--- src/rtl/intm_pkg.sv ---
package intm_pkg;
    localparam int NSRC   = 64;
    localparam int IDXW   = $clog2(NSRC);
    localparam int LVLW   = 3;
    localparam int CODEW  = 8;
    localparam logic [CODEW-1:0] ALL_CODE = '1;
    localparam logic [CODEW-1:0] SRC_LIM  = CODEW'(NSRC);

    typedef struct packed {
        logic            valid;
        logic [LVLW-1:0] lvl;
        logic [IDXW-1:0] idx;
    } cand_t;

    // lo covers lower indices, so it keeps equal levels
    function automatic cand_t pick(input cand_t lo, input cand_t hi);
        cand_t r;
        if (!lo.valid)
            r = hi;
        else if (!hi.valid)
            r = lo;
        else if (hi.lvl > lo.lvl)
            r = hi;
        else
            r = lo;
        return r;
    endfunction
endpackage

--- src/rtl/intm_mask.sv ---
module intm_mask
    import intm_pkg::*;
(
    input  logic             clk,
    input  logic             rst_n,
    input  logic             set_wr,
    input  logic [CODEW-1:0] set_idx,
    input  logic             clr_wr,
    input  logic [CODEW-1:0] clr_idx,
    output logic [NSRC-1:0]  mask_o
);
    typedef struct packed {
        logic [NSRC-1:0] mask;
    } mstate_t;

    mstate_t st_d, st_q;
    logic [NSRC-1:0] set_vec, clr_vec;

    always_comb begin
        set_vec = '0;
        clr_vec = '0;
        if (set_wr) begin
            if (set_idx == ALL_CODE)
                set_vec = '1;
            else if (set_idx < SRC_LIM)
                set_vec[set_idx[IDXW-1:0]] = 1'b1;
        end
        if (clr_wr) begin
            if (clr_idx == ALL_CODE)
                clr_vec = '1;
            else if (clr_idx < SRC_LIM)
                clr_vec[clr_idx[IDXW-1:0]] = 1'b1;
        end
        st_d.mask = (st_q.mask & ~clr_vec) | set_vec;
    end

    always_ff @(posedge clk or negedge rst_n) begin
        if (!rst_n)
            st_q.mask <= '1;
        else
            st_q <= st_d;
    end

    assign mask_o = st_q.mask;

    AST_SET_ONE: assert property (@(posedge clk) disable iff (!rst_n)
        (set_wr && set_idx < SRC_LIM) |=> mask_o[$past(set_idx[IDXW-1:0])]);
    AST_CLR_ONE: assert property (@(posedge clk) disable iff (!rst_n)
        (clr_wr && clr_idx < SRC_LIM && !set_wr) |=> !mask_o[$past(clr_idx[IDXW-1:0])]);
    AST_SET_ALL: assert property (@(posedge clk) disable iff (!rst_n)
        (set_wr && set_idx == ALL_CODE) |=> (&mask_o));
    AST_CLR_ALL: assert property (@(posedge clk) disable iff (!rst_n)
        (clr_wr && clr_idx == ALL_CODE && !set_wr) |=> (mask_o == '0));
    AST_IGNORE_RANGE: assert property (@(posedge clk) disable iff (!rst_n)
        ((!set_wr || (set_idx >= SRC_LIM && set_idx != ALL_CODE)) &&
         (!clr_wr || (clr_idx >= SRC_LIM && clr_idx != ALL_CODE))) |=> $stable(mask_o));
    AST_SET_WINS: assert property (@(posedge clk) disable iff (!rst_n)
        (set_wr && clr_wr && set_idx == clr_idx && set_idx < SRC_LIM)
            |=> mask_o[$past(set_idx[IDXW-1:0])]);
endmodule

--- src/rtl/intm_levels.sv ---
module intm_levels
    import intm_pkg::*;
(
    input  logic                      clk,
    input  logic                      rst_n,
    input  logic                      lvl_wr,
    input  logic [IDXW-1:0]           lvl_sel,
    input  logic [LVLW-1:0]           lvl_data,
    output logic [NSRC-1:0][LVLW-1:0] lvl_o
);
    typedef struct packed {
        logic [NSRC-1:0][LVLW-1:0] lvl;
    } lstate_t;

    lstate_t st_d, st_q;

    always_comb begin
        st_d = st_q;
        if (lvl_wr)
            st_d.lvl[lvl_sel] = lvl_data;
    end

    always_ff @(posedge clk or negedge rst_n) begin
        if (!rst_n)
            st_q <= '0;
        else
            st_q <= st_d;
    end

    assign lvl_o = st_q.lvl;

    AST_LVL_STORE: assert property (@(posedge clk) disable iff (!rst_n)
        lvl_wr |=> (lvl_o[$past(lvl_sel)] == $past(lvl_data)));
    AST_LVL_HOLD: assert property (@(posedge clk) disable iff (!rst_n)
        !lvl_wr |=> $stable(lvl_o));
endmodule

--- src/rtl/intm_arb.sv ---
module intm_arb
    import intm_pkg::*;
(
    input  logic                      clk,
    input  logic                      rst_n,
    input  logic [NSRC-1:0]           pend_i,
    input  logic [NSRC-1:0]           mask_i,
    input  logic [NSRC-1:0][LVLW-1:0] lvl_i,
    output logic                      req_valid,
    output logic [IDXW-1:0]           req_vec,
    output logic [LVLW-1:0]           req_lvl
);
    typedef struct packed {
        logic            valid;
        logic [IDXW-1:0] vec;
        logic [LVLW-1:0] lvl;
    } ostate_t;

    ostate_t st_d, st_q;
    logic [NSRC-1:0] elig;
    cand_t node [1:2*NSRC-1];

    // heap-ordered tree: leaves at NSRC.., node k merges 2k (lower) and 2k+1
    for (genvar i = 0; i < NSRC; i++) begin : g_leaf
        assign elig[i] = pend_i[i] && !mask_i[i] && (lvl_i[i] != '0);
        assign node[NSRC+i] = '{valid: elig[i], lvl: lvl_i[i], idx: IDXW'(i)};
    end
    for (genvar k = 1; k < NSRC; k++) begin : g_node
        assign node[k] = pick(node[2*k], node[2*k+1]);
    end

    always_comb begin
        st_d = '0;
        if (node[1].valid) begin
            st_d.valid = 1'b1;
            st_d.vec   = node[1].idx;
            st_d.lvl   = node[1].lvl;
        end
    end

    always_ff @(posedge clk or negedge rst_n) begin
        if (!rst_n)
            st_q <= '0;
        else
            st_q <= st_d;
    end

    assign req_valid = st_q.valid;
    assign req_vec   = st_q.vec;
    assign req_lvl   = st_q.lvl;

    // independent flat scan to cross-check the tree result
    logic beaten, tie_lower;
    always_comb begin
        beaten    = 1'b0;
        tie_lower = 1'b0;
        for (int i = 0; i < NSRC; i++) begin
            if (elig[i] && node[1].valid && lvl_i[i] > node[1].lvl)
                beaten = 1'b1;
            if (elig[i] && node[1].valid && lvl_i[i] == node[1].lvl && IDXW'(i) < node[1].idx)
                tie_lower = 1'b1;
        end
    end

    AST_NOT_BEATEN: assert property (@(posedge clk) disable iff (!rst_n)
        !beaten);
    AST_TIE_LOW: assert property (@(posedge clk) disable iff (!rst_n)
        !tie_lower);
    AST_ANY_GRANTS: assert property (@(posedge clk) disable iff (!rst_n)
        (elig != '0) |=> req_valid);
    AST_NONE_IDLE: assert property (@(posedge clk) disable iff (!rst_n)
        (elig == '0) |=> (!req_valid && req_vec == '0 && req_lvl == '0));
    AST_LVL_NZ: assert property (@(posedge clk) disable iff (!rst_n)
        req_valid |-> (req_lvl != '0));
endmodule

--- src/rtl/intr_mask_ctrl.sv ---
module intr_mask_ctrl
    import intm_pkg::*;
(
    input  logic             clk,
    input  logic             rst_n,
    input  logic             set_wr,
    input  logic [CODEW-1:0] set_idx,
    input  logic             clr_wr,
    input  logic [CODEW-1:0] clr_idx,
    input  logic             lvl_wr,
    input  logic [IDXW-1:0]  lvl_sel,
    input  logic [LVLW-1:0]  lvl_data,
    input  logic [NSRC-1:0]  irq_pend,
    output logic             req_valid,
    output logic [IDXW-1:0]  req_vec,
    output logic [LVLW-1:0]  req_lvl
);
    logic [NSRC-1:0]           mask_q;
    logic [NSRC-1:0][LVLW-1:0] lvl_q;

    intm_mask u_mask (
        .clk     (clk),
        .rst_n   (rst_n),
        .set_wr  (set_wr),
        .set_idx (set_idx),
        .clr_wr  (clr_wr),
        .clr_idx (clr_idx),
        .mask_o  (mask_q)
    );

    intm_levels u_lvl (
        .clk      (clk),
        .rst_n    (rst_n),
        .lvl_wr   (lvl_wr),
        .lvl_sel  (lvl_sel),
        .lvl_data (lvl_data),
        .lvl_o    (lvl_q)
    );

    intm_arb u_arb (
        .clk       (clk),
        .rst_n     (rst_n),
        .pend_i    (irq_pend),
        .mask_i    (mask_q),
        .lvl_i     (lvl_q),
        .req_valid (req_valid),
        .req_vec   (req_vec),
        .req_lvl   (req_lvl)
    );

    AST_RESET_IDLE: assert property (@(posedge clk) disable iff (!rst_n)
        $rose(rst_n) |-> !req_valid);
endmodule

--- config.mk ---
export PLATFORM = sky130hd
export DESIGN_NAME = intr_mask_ctrl
export DESIGN_NICKNAME = d
export VERILOG_FILES = /design/src/rtl/intm_pkg.sv /design/src/rtl/intm_mask.sv /design/src/rtl/intm_levels.sv /design/src/rtl/intm_arb.sv /design/src/rtl/intr_mask_ctrl.sv
export SDC_FILE = /design/constraint.sdc
export NUM_CORES = 1
export LEC_CHECK = 0
export BUFFER_PORTS_ARGS = -buffer_cell sky130_fd_sc_hd__buf_2
export CAP_MARGIN = 40
export CORE_UTILIZATION = 45
export CTS_BUF_LIST = sky130_fd_sc_hd__clkbuf_8
export DETAILED_ROUTE_END_ITERATION = 12
export PLACE_DENSITY = 0.73
export SLEW_MARGIN = 15
export SYNTH_ARGS = -nofsm -noshare
export SYNTH_HDL_FRONTEND = slang
export SYNTH_SLANG_ARGS = --single-unit
--- constraint.sdc ---
create_clock -name clk -period 9 [get_ports clk]
set_input_delay 1.8 -clock clk [delete_from_list [all_inputs] [get_ports clk]]
set_output_delay 1.8 -clock clk [all_outputs]
set_load 0.05 [all_outputs]
Word-level counts from Yosys, hierarchy flattened. Index checks and enable logic that the tools add are counted.

$lt $le $gt $ge: 71. Equal/unequal tests: 2. Muxes and demuxes: 203. Bitwise operators: 3. Reduce and logical (&&, ||, !) cells: 259.

Operators with widths (count): $mux W10 (127); $mux W9 (63); $mux W64 (6); $bwmux W192 (1); $reduce_bool A3 Y1 (64); $gt A3 B3 Y1 (63); $logic_and A1 B1 Y1 (131); $and A64 B64 Y64 (1); $logic_not A1 Y1 (64); $not A64 Y64 (1); $or A64 B64 Y64 (1); $lt A6 B7 Y1 const B (3); $demux W3 S6 (1); $ge A6 B1 Y1 const B (3); $eq A8 B8 Y1 const B (2); $lt A8 B7 Y1 const B (2); $demux W1 S6 (2); $mux W3 (1); $mux W1 (2).

Flip-flop bits (word level): 266. Input bits: 94. Output and inout port bits: 10. Word-level logic and storage cells: 606.

Depth between registers and ports, before layout. Gate-level depths: netlist of run 1.

Depth after elaboration: 26. Gate-level depth with buffers: 47. Depth with buffers taken out: 47.

By module. Synthesis of run 1 repeated with hierarchy kept, for this count alone.

Cells, all modules: 2134. Area total of the unflattened synthesis: 21080.2 sq um.

Modules (own cells, without submodules): intm_arb (instances 1, cells an instance 1280, area an instance 9858.2 sq um, sequential area each 250.2 sq um); intm_levels (instances 1, cells an instance 509, area an instance 7801.2 sq um, sequential area each 4804.6 sq um); intm_mask (instances 1, cells an instance 345, area an instance 3420.8 sq um, sequential area each 1681.6 sq um).

Least setup slack after synthesis of run 1. No wires, ideal clock.

Path type: input -> register. From: input irq_pend[62]. To: register u_arb.st_q (netlist bit u_arb.req_lvl[2]). Data arrival time: 8.868 ns. Data required time: 8.872 ns. Path slack: 0.004 ns. Stages: 39. Path buffers: 0. Path through: inv_1 or3_1 a31oi_1 mux2i_1 inv_1 ha_1 nor2b_1 o21a_1 o21ai_1 o21ai_1 mux2i_1 ha_1 nor2b_1 o21a_1 o22a_1 a21oi_1 mux2i_1 inv_1 [3 not listed] a21oi_1 a21oi_4 mux2i_1 ha_1 nor2b_1 o21a_1 o21ai_0 o21ai_2 mux2_4 ha_1 a21o_1 a21oi_1 a31oi_1 nand2_1 o21ai_4 nand2_2 inv_2 o2bb2ai_1.

RTL lines: from (decl) (RTL line intr_mask_ctrl.sv:13) `input logic [NSRC-1:0] irq_pend,`; to (signal assigned) (RTL line intm_arb.sv:45) `st_q <= st_d;`; to (decl) (RTL line intm_arb.sv:19) `ostate_t st_d, st_q;`.

==> results of run 1 <==
synthesized netlist by cell type (11+ instances only):
| master | count |
|---|---|
| nand2_1 | 144 |
| o21a_1 | 11 |
| nand3_1 | 58 |
| buf_1 | 13 |
| nor3_1 | 82 |
| nor2_1 | 131 |
| mux2_2 | 156 |
| o21ai_0 | 220 |
| a21o_1 | 15 |
| nand2b_1 | 34 |
| nor2b_1 | 27 |
| dfrtp_1 | 202 |
| a22o_1 | 63 |
| or2_2 | 17 |
| dfstp_2 | 64 |
| a31oi_1 | 22 |
| a21oi_1 | 89 |
| and3_1 | 19 |
| inv_1 | 232 |
| ha_1 | 189 |
| mux2i_1 | 222 |
| clkbuf_1 | 55 |
layout make-up:
class / instances / area [um^2] / share of cell area (%)
antenna: 4 / 10.0 / 0.0415
multi-input combinational: 1681 / 13300 / 55.0
sequential: 266 / 6740 / 27.9
tap: 600 / 751 / 3.11
timing repair buffer: 211 / 1440 / 5.98
inverter: 233 / 875 / 3.63
clock buffer: 66 / 908 / 3.77
clock inverter: 23 / 134 / 0.555
report_power, final:
part           total (mW)  switching (mW)  leakage (nW)  internal, mW
clock network        1.24           0.561         0.580         0.681
logic                4.94            2.64          7.49          2.30
registers            1.68           0.216          3.22          1.46
total                7.86            3.41          11.3          4.44
logic make-up after synthesis:
group / Yosys count / synth area share, %
simple gates: 590 / 14.7
compound gates: 521 / 17.1
fa+ha+maj: 189 / 11.3
xor+xnor: 2 / 0.0839
buf+inv: 301 / 5.41
flops: 266 / 32.3
mux: 379 / 19.1
what timing repair did:
item                       CTS  global route
setup endpoints to repair    0             9
setup buffers                0            18
resized for setup            0            56
routing by layer:
layer / wire length (um) / vias to the layer above
met3: 4970 / 196
li1: - / 8500
met5: 52 / -
met1: 26100 / 8936
met2: 28200 / 689
met4: 3360 / 10
worst paths after layout:
kind	from	endpoint	slack, ns
worst max-delay path	irq_pend[10]	u_arb.req_vec[0]	0.38
worst min-delay path	u_mask.mask_o[14]	u_mask.mask_o[14]	0.56
worst max register to register	u_lvl.lvl_o[152]	u_arb.req_vec[0]	0.86
worst min register to register	u_mask.mask_o[14]	u_mask.mask_o[14]	0.56
max in group asynchronous	rst_n	u_lvl.lvl_o[88]	6.41
min in group asynchronous	rst_n	u_lvl.lvl_o[179]	1.27
stage by stage:
step / setup TNS, ns / hold WS [ns] / std cells / utilization, % / instance area, um^2
2_1_floorplan: 0 / 0.525 / 2248 / - / 20900
3_3_place_gp: -0.132 / 0.548 / 2963 / 49.4 / 22500
3_5_place_dp: -2.48 / 0.555 / 2969 / 49.6 / 22600
4_1_cts: 0 / 0.567 / 3058 / 51.9 / 23700
5_1_grt: -0.742 / 0.568 / 3082 / 52.9 / 24100
6_report: 0 / 0.564 / 3084 / 52.9 / 24100
flip-flops by register name (all words and copies together) (netlist names):
name and flops:
u_lvl.lvl_o 192, u_arb.req_valid 1, u_mask.mask_o 64, u_arb.req_lvl 3, u_arb.req_vec 6
==> metrics.md, run 1 <==
| Metric | Value |
|---|---|
| Busiest grt layer | met2 |
| Wire per inst | around 20 um |
| Port bufs | between 100 and 150 |
| Core region area | between 0.04 and 0.05 mm^2 |
| First-pass GRT wire length | roughly 98000 um |
| Total power draw | 7.86 mW |
| Final worst path period share | between 90% and 100% |
| Arr. time, crit path | slightly above 9 ns |
| Post-route setup slack | a little under 0.4 ns |
| Clock Tree Buf Depth | 3 |
| CP startpoint kind | input pin |
| Detail Placement HPWL | about 45000 um |
| Largest stage delay on the critical path | 0.40 ns |
| Ranking of synthesized cells by area | dfrtp_1, ha_1, mux2i_1 |
| CP delay by family, top | compound AO/OA/AOI/OAI gates |
| Chip height | 217 um |
| Most area-hungry cell type in the Yosys netlist | dfrtp_1 |
| GR Overflow Total | 0 |
| Worst reg2reg path depth | 40 |
| Crit Path Max Fanout | 7 |
| Req. time, crit path | between 9 and 10 ns |
| Worst Path Buf+Inv | 7 |
| Post-route DRC | 0 |
| ANT nets after route | 0 |
| DP Worst Slack | -0.329 ns |
| Maximum Capacitance Violations | 0 |
| Full die area | between 0.04 and 0.05 mm^2 |
| Post-Route Skew | approximately 0.026 ns |
| Leak | around 11 nW |
| Clock latency on the worst-skew pair | about 0.65 ns |
| P&R area growth vs syn | 15.5% |
| # nets final | approximately 2700 |
| Max frequency | 116 MHz |
| Post-synth cell types | 78 |
| Slew headroom | 32.1% |
| GRT Total Usage | 26.3% |
| Setup Viol. Count Final | 0 |
| Power density over cell area | roughly 330 mW/mm^2 |
| CTS root buf | clkbuf_8 |
| Initial antenna violation count | 9 |
| Total wire length | about 63000 um |
| Starting DRT DRC Count | between 1500 and 2000 |
| Crit Path Category | in2reg |
| Share of layout cells above drive strength 1 | a little over a quarter |
| DR vias/cell | between 5 and 6 |
| Max-slew violation count | 0 |
| Status | finished clean |
| Sequential area share after synthesis | roughly 32% |
| Fill count | about 4000 |
| Post-cts hold buffer count | 0 |
| Crit. End Element | flip-flop |
| I/O Pins | around 100 |
| CTS sink cnt | between 200 and 300 |
| Syn_area_per_cell | between 9 and 10 um^2 |
| Vias in the first global route | 18400 |
| Syn Nets | about 2500 |
| Die extent in x | ~220 um |
| Synthesized cell area | ~0.021 mm^2 |
| VDD IR max | around 0.42 mV |
| CTS H-tree depth | 2 |
| Final GP Congestion | a little over 0.9 |
| Synth Instances | about 2200 |
| Met2 Resource Use GR | between 40 and 50% |
| Worst hold path type | reg2reg |
| Final Hold Violating Endpoints | 0 |
| Post-synth ARST share | between 90% and 100% |
| Cell Rows | 78 |
| Synth Flop Type | dfrtp_1 |
| Most common cell after layout, fill and taps aside | inv_1 |
| Met3 GRT Util | 5.97% |
| Synth top area share | 24.2% |
| Commonest non-fill, non-tap cells in the layout | inv_1, o21ai_0, dfrtp_1 |
| Pin count of the biggest net entering global routing | 142 |
| Ys Warns | 0 |
| TritonCTS clock tree | yes |
| Initial DRT Pass Iterations | 5 |
| Via count | between 15000 and 20000 |
| EDFF count, synth | 0 |
| Clock transition at path regs | 0.07 ns |
| CTS buffer count | 48 |
| Least-Margin Pin Slew | 1.02 ns |
| Worst Hold Path Cells | 1 |
| Critical-path top delay cell | or3b_1 |
| Final worst path period need | roughly 8.6 ns |
| Stages on worst setup path | 40 |
| Initial core utilization | a little under half |
| Met1 Use GR | between 30% and 40% |
| #FFs+latches synth | approximately 270 |
No activity file was read; power rests on OpenSTA's default activity.
==> run 2, diff against run 1 <==
--- a/config.mk
+++ b/config.mk
@@ -10,7 +10,8 @@
 export CORE_UTILIZATION = 45
 export CTS_BUF_LIST = sky130_fd_sc_hd__clkbuf_8
 export DETAILED_ROUTE_END_ITERATION = 12
-export PLACE_DENSITY = 0.73
+export GPL_TIMING_DRIVEN = 0
+export PLACE_DENSITY = 0.65
 export SLEW_MARGIN = 15
 export SYNTH_ARGS = -nofsm -noshare
 export SYNTH_HDL_FRONTEND = slang
==> run 2 against run 1 <==
  * Design area rose by 4.2%
  * Final cell count grew 2.1%
  * Wire length rose by 7.4%
  * Count of clock-buffer cells in the layout up 2
  * Highest routed layer unchanged
  * Clock skew rose by 0.017 ns
  * Combinational power up 21%
  * Via count increased by 1.9%
  * Largest cell class unchanged
==> metrics.md, run 2 (synthesis gave the netlist of run 1 again) <==
| Metric | Value |
|---|---|
| Final worst path period share | 99.2% (+3.5 points) |
| Cell Rows | 78 (unchanged) |
| Commonest non-fill, non-tap cells in the layout | inv_1, o21ai_0, dfrtp_1 |
| Max-slew violation count | 0 (unchanged) |
| VDD IR max | 0.594 mV (+43%) |
| WHS | 0.567 ns (+0.00344 ns) |
| TritonCTS clock tree | yes |
| # nets final | 2791 (+2.5%) |
| Max frequency | 112 MHz (-3.5%) |
| Clock Tree Buf Depth | 3 (unchanged) |
| GRT Total Usage | 27.7% (+1.3 points) |
| Share of layout cells above drive strength 1 | 29.2% (+2.4 points) |
| CTS sink cnt | 266 (unchanged) |
| Maximum Capacitance Violations | 0 (unchanged) |
| Final instance area | 0.0251 mm^2 (+4.2%) |
| Final Hold Violating Endpoints | 0 (unchanged) |
| Dpl cells | 2956 (-0.44%) |
| Crit. End Element | flip-flop |
| Clock transition at path regs | 0.06 ns (about the same) |
| Final GP Congestion | 0.957 (+3.2%) |
| Wire per inst | 21.4 um (+5.1%) |
| Initial antenna violation count | 5 (-4) |
| Initial core utilization | 45.8% (unchanged) |
| Detail Placement HPWL | 49900 um (+9.9%) |
| Post-Route Skew | 0.0427 ns (+0.0170 ns) |
| Final worst path period need | 8.93 ns (+0.312 ns) |
| Pin count of the biggest net entering global routing | 104 (-27%) |
| Core region area | 0.0456 mm^2 (unchanged) |
| Die extent in x | 217 um (unchanged) |
| CTS root buf | clkbuf_8 |
| Layout Cells excl Fill | 3150 (+2.1%) |
| CP startpoint kind | input pin |
| Hold Startpoint | u_lvl.lvl_o[182] |
| Crit Path Category | in2reg |
| Leak | 11.4 nW (+1.2%) |
| Post-cts hold buffer count | 0 (unchanged) |
| Area after DPL | 0.0223 mm^2 (-1.2%) |
| Initial DRT Pass Iterations | 6 (+1) |
| Fill count | 3985 (-0.42%) |
| Clock latency on the worst-skew pair | 0.64 ns (about the same) |
| ANT nets after route | 0 (unchanged) |
| DR vias/cell | 5.93 (-0.24%) |
| Crit. Startpoint | irq_pend[2] |
| CTS H-tree depth | 2 (unchanged) |
| Via count | 18700 (+1.9%) |
| Vias in the first global route | 18000 (-1.9%) |
| GR Overflow Total | 0 (unchanged) |
| Chip height | 217 um (unchanged) |
| Slew headroom | 36.3% (+4.2 points) |
| Port bufs | 93 (-9.7%) |
| Fin util | 55.1% (+2.2 points) |
| Setup Viol. Count Final | 0 (unchanged) |
| Status | finished clean |
| Starting DRT DRC Count | 1505 (-1.7%) |
| Worst hold path type | reg2reg |
| Power density over cell area | 355 mW/mm^2 (+9.1%) |
| Crit Path Max Fanout | 6 (-1) |
| Total wire length | 67300 um (+7.4%) |
| Critical-path top delay cell | or3b_1 |
| Full die area | 0.0473 mm^2 (unchanged) |
| First-pass GRT wire length | 100000 um (+2.5%) |
| P&R area growth vs syn | 20.3% |
| Largest register FFs | 192 (unchanged) |
| Total power draw | 8.93 mW (+14%) |
| Most common cell after layout, fill and taps aside | inv_1 |
| Req. time, crit path | 9.51 ns (-0.05 ns) |
| I/O Pins | 104 (unchanged) |
| Worst reg2reg path startpoint | u_lvl.lvl_o[11] |
| Arr. time, crit path | 9.44 ns (+0.27 ns) |
| Least-Margin Pin Slew | 0.947 ns (-0.0705 ns) |
| Post-route DRC | 0 (unchanged) |
| CTS buffer count | 50 (+4.2%) |
| Largest stage delay on the critical path | 0.42 ns (+0.02 ns) |
run 2: changes by cell type in the layout (fill, tap and decap cells not counted), moves of 10 or more:
cell	before	now
buf_1	0	13
a31oi_4	4	19
buf_2	102	92
clkbuf_1	0	55
mux2i_2	30	59
mux2i_1	191	153
run 2: cell type report:
class | count | area, um^2 | area share [%]
Clock buffer | 68 | 936 | 3.72
Inverter | 233 | 875 | 3.48
Clock inverter | 24 | 163 | 0.647
Buffer | 68 | 255 | 1.02
Timing Repair Buffer | 207 | 1460 | 5.81
Sequential cell | 266 | 6740 | 26.8
Antenna cell | 2 | 5.00 | 0.0199
Multi-Input combinational cell | 1682 | 13900 | 55.5
Tap cell | 600 | 751 | 2.99
run 2: metrics by stage:
stage	TNS, ns	setup WS, ns
floorplan	0	0.00399
global placement	-9.84	-1.36
detailed placement	-12.48	-1.65
CTS	0	0.0103
global route	-1.06	-0.186
finish	0	0.0728
run 2: path summary, 6_finish.rpt:
kind | endpoint | slack (ns) | cells after the start
worst min register to register | u_lvl.lvl_o[182] | 0.57 | 1
min in group asynchronous | u_lvl.lvl_o[126] | 1.17 | 2
max in group asynchronous | u_mask.mask_o[63] | 6.56 | 4
worst max-delay path | u_arb.req_vec[0] | 0.07 | 40
worst max register to register | u_arb.req_vec[0] | 0.61 | 41
worst min-delay path | u_lvl.lvl_o[182] | 0.57 | 1
run 2: what timing repair did:
action / in CTS / in global routing
pin swaps: 14 / 35
gates cloned: 0 / 1
buffers inserted: 20 / 77
resized for setup: 55 / 129
setup endpoints to repair: 9 / 9
run 2: worst max-delay path, delay by kind of cell:
kind	cells	cell delay (ns)
compound gates	21	3.17
mux	5	1.57
fa+ha+maj	5	1.47
simple gates	5	1.09
buf+inv	4	0.32
run 2: report_power, final:
group	total, mW	switching (mW)	internal, mW
registers	1.67	0.213	1.46
logic	5.97	3.29	2.69
clock network	1.28	0.549	0.730
run 2: routing by layer:
layer	global-route usage, %	vias to the layer above	routed length (um)
met5	0	-	40
met4	12.9	6	3130
met3	5.90	147	4870
met2	43.7	679	30700
met1	36.1	9210	28600
li1	-	8636	-
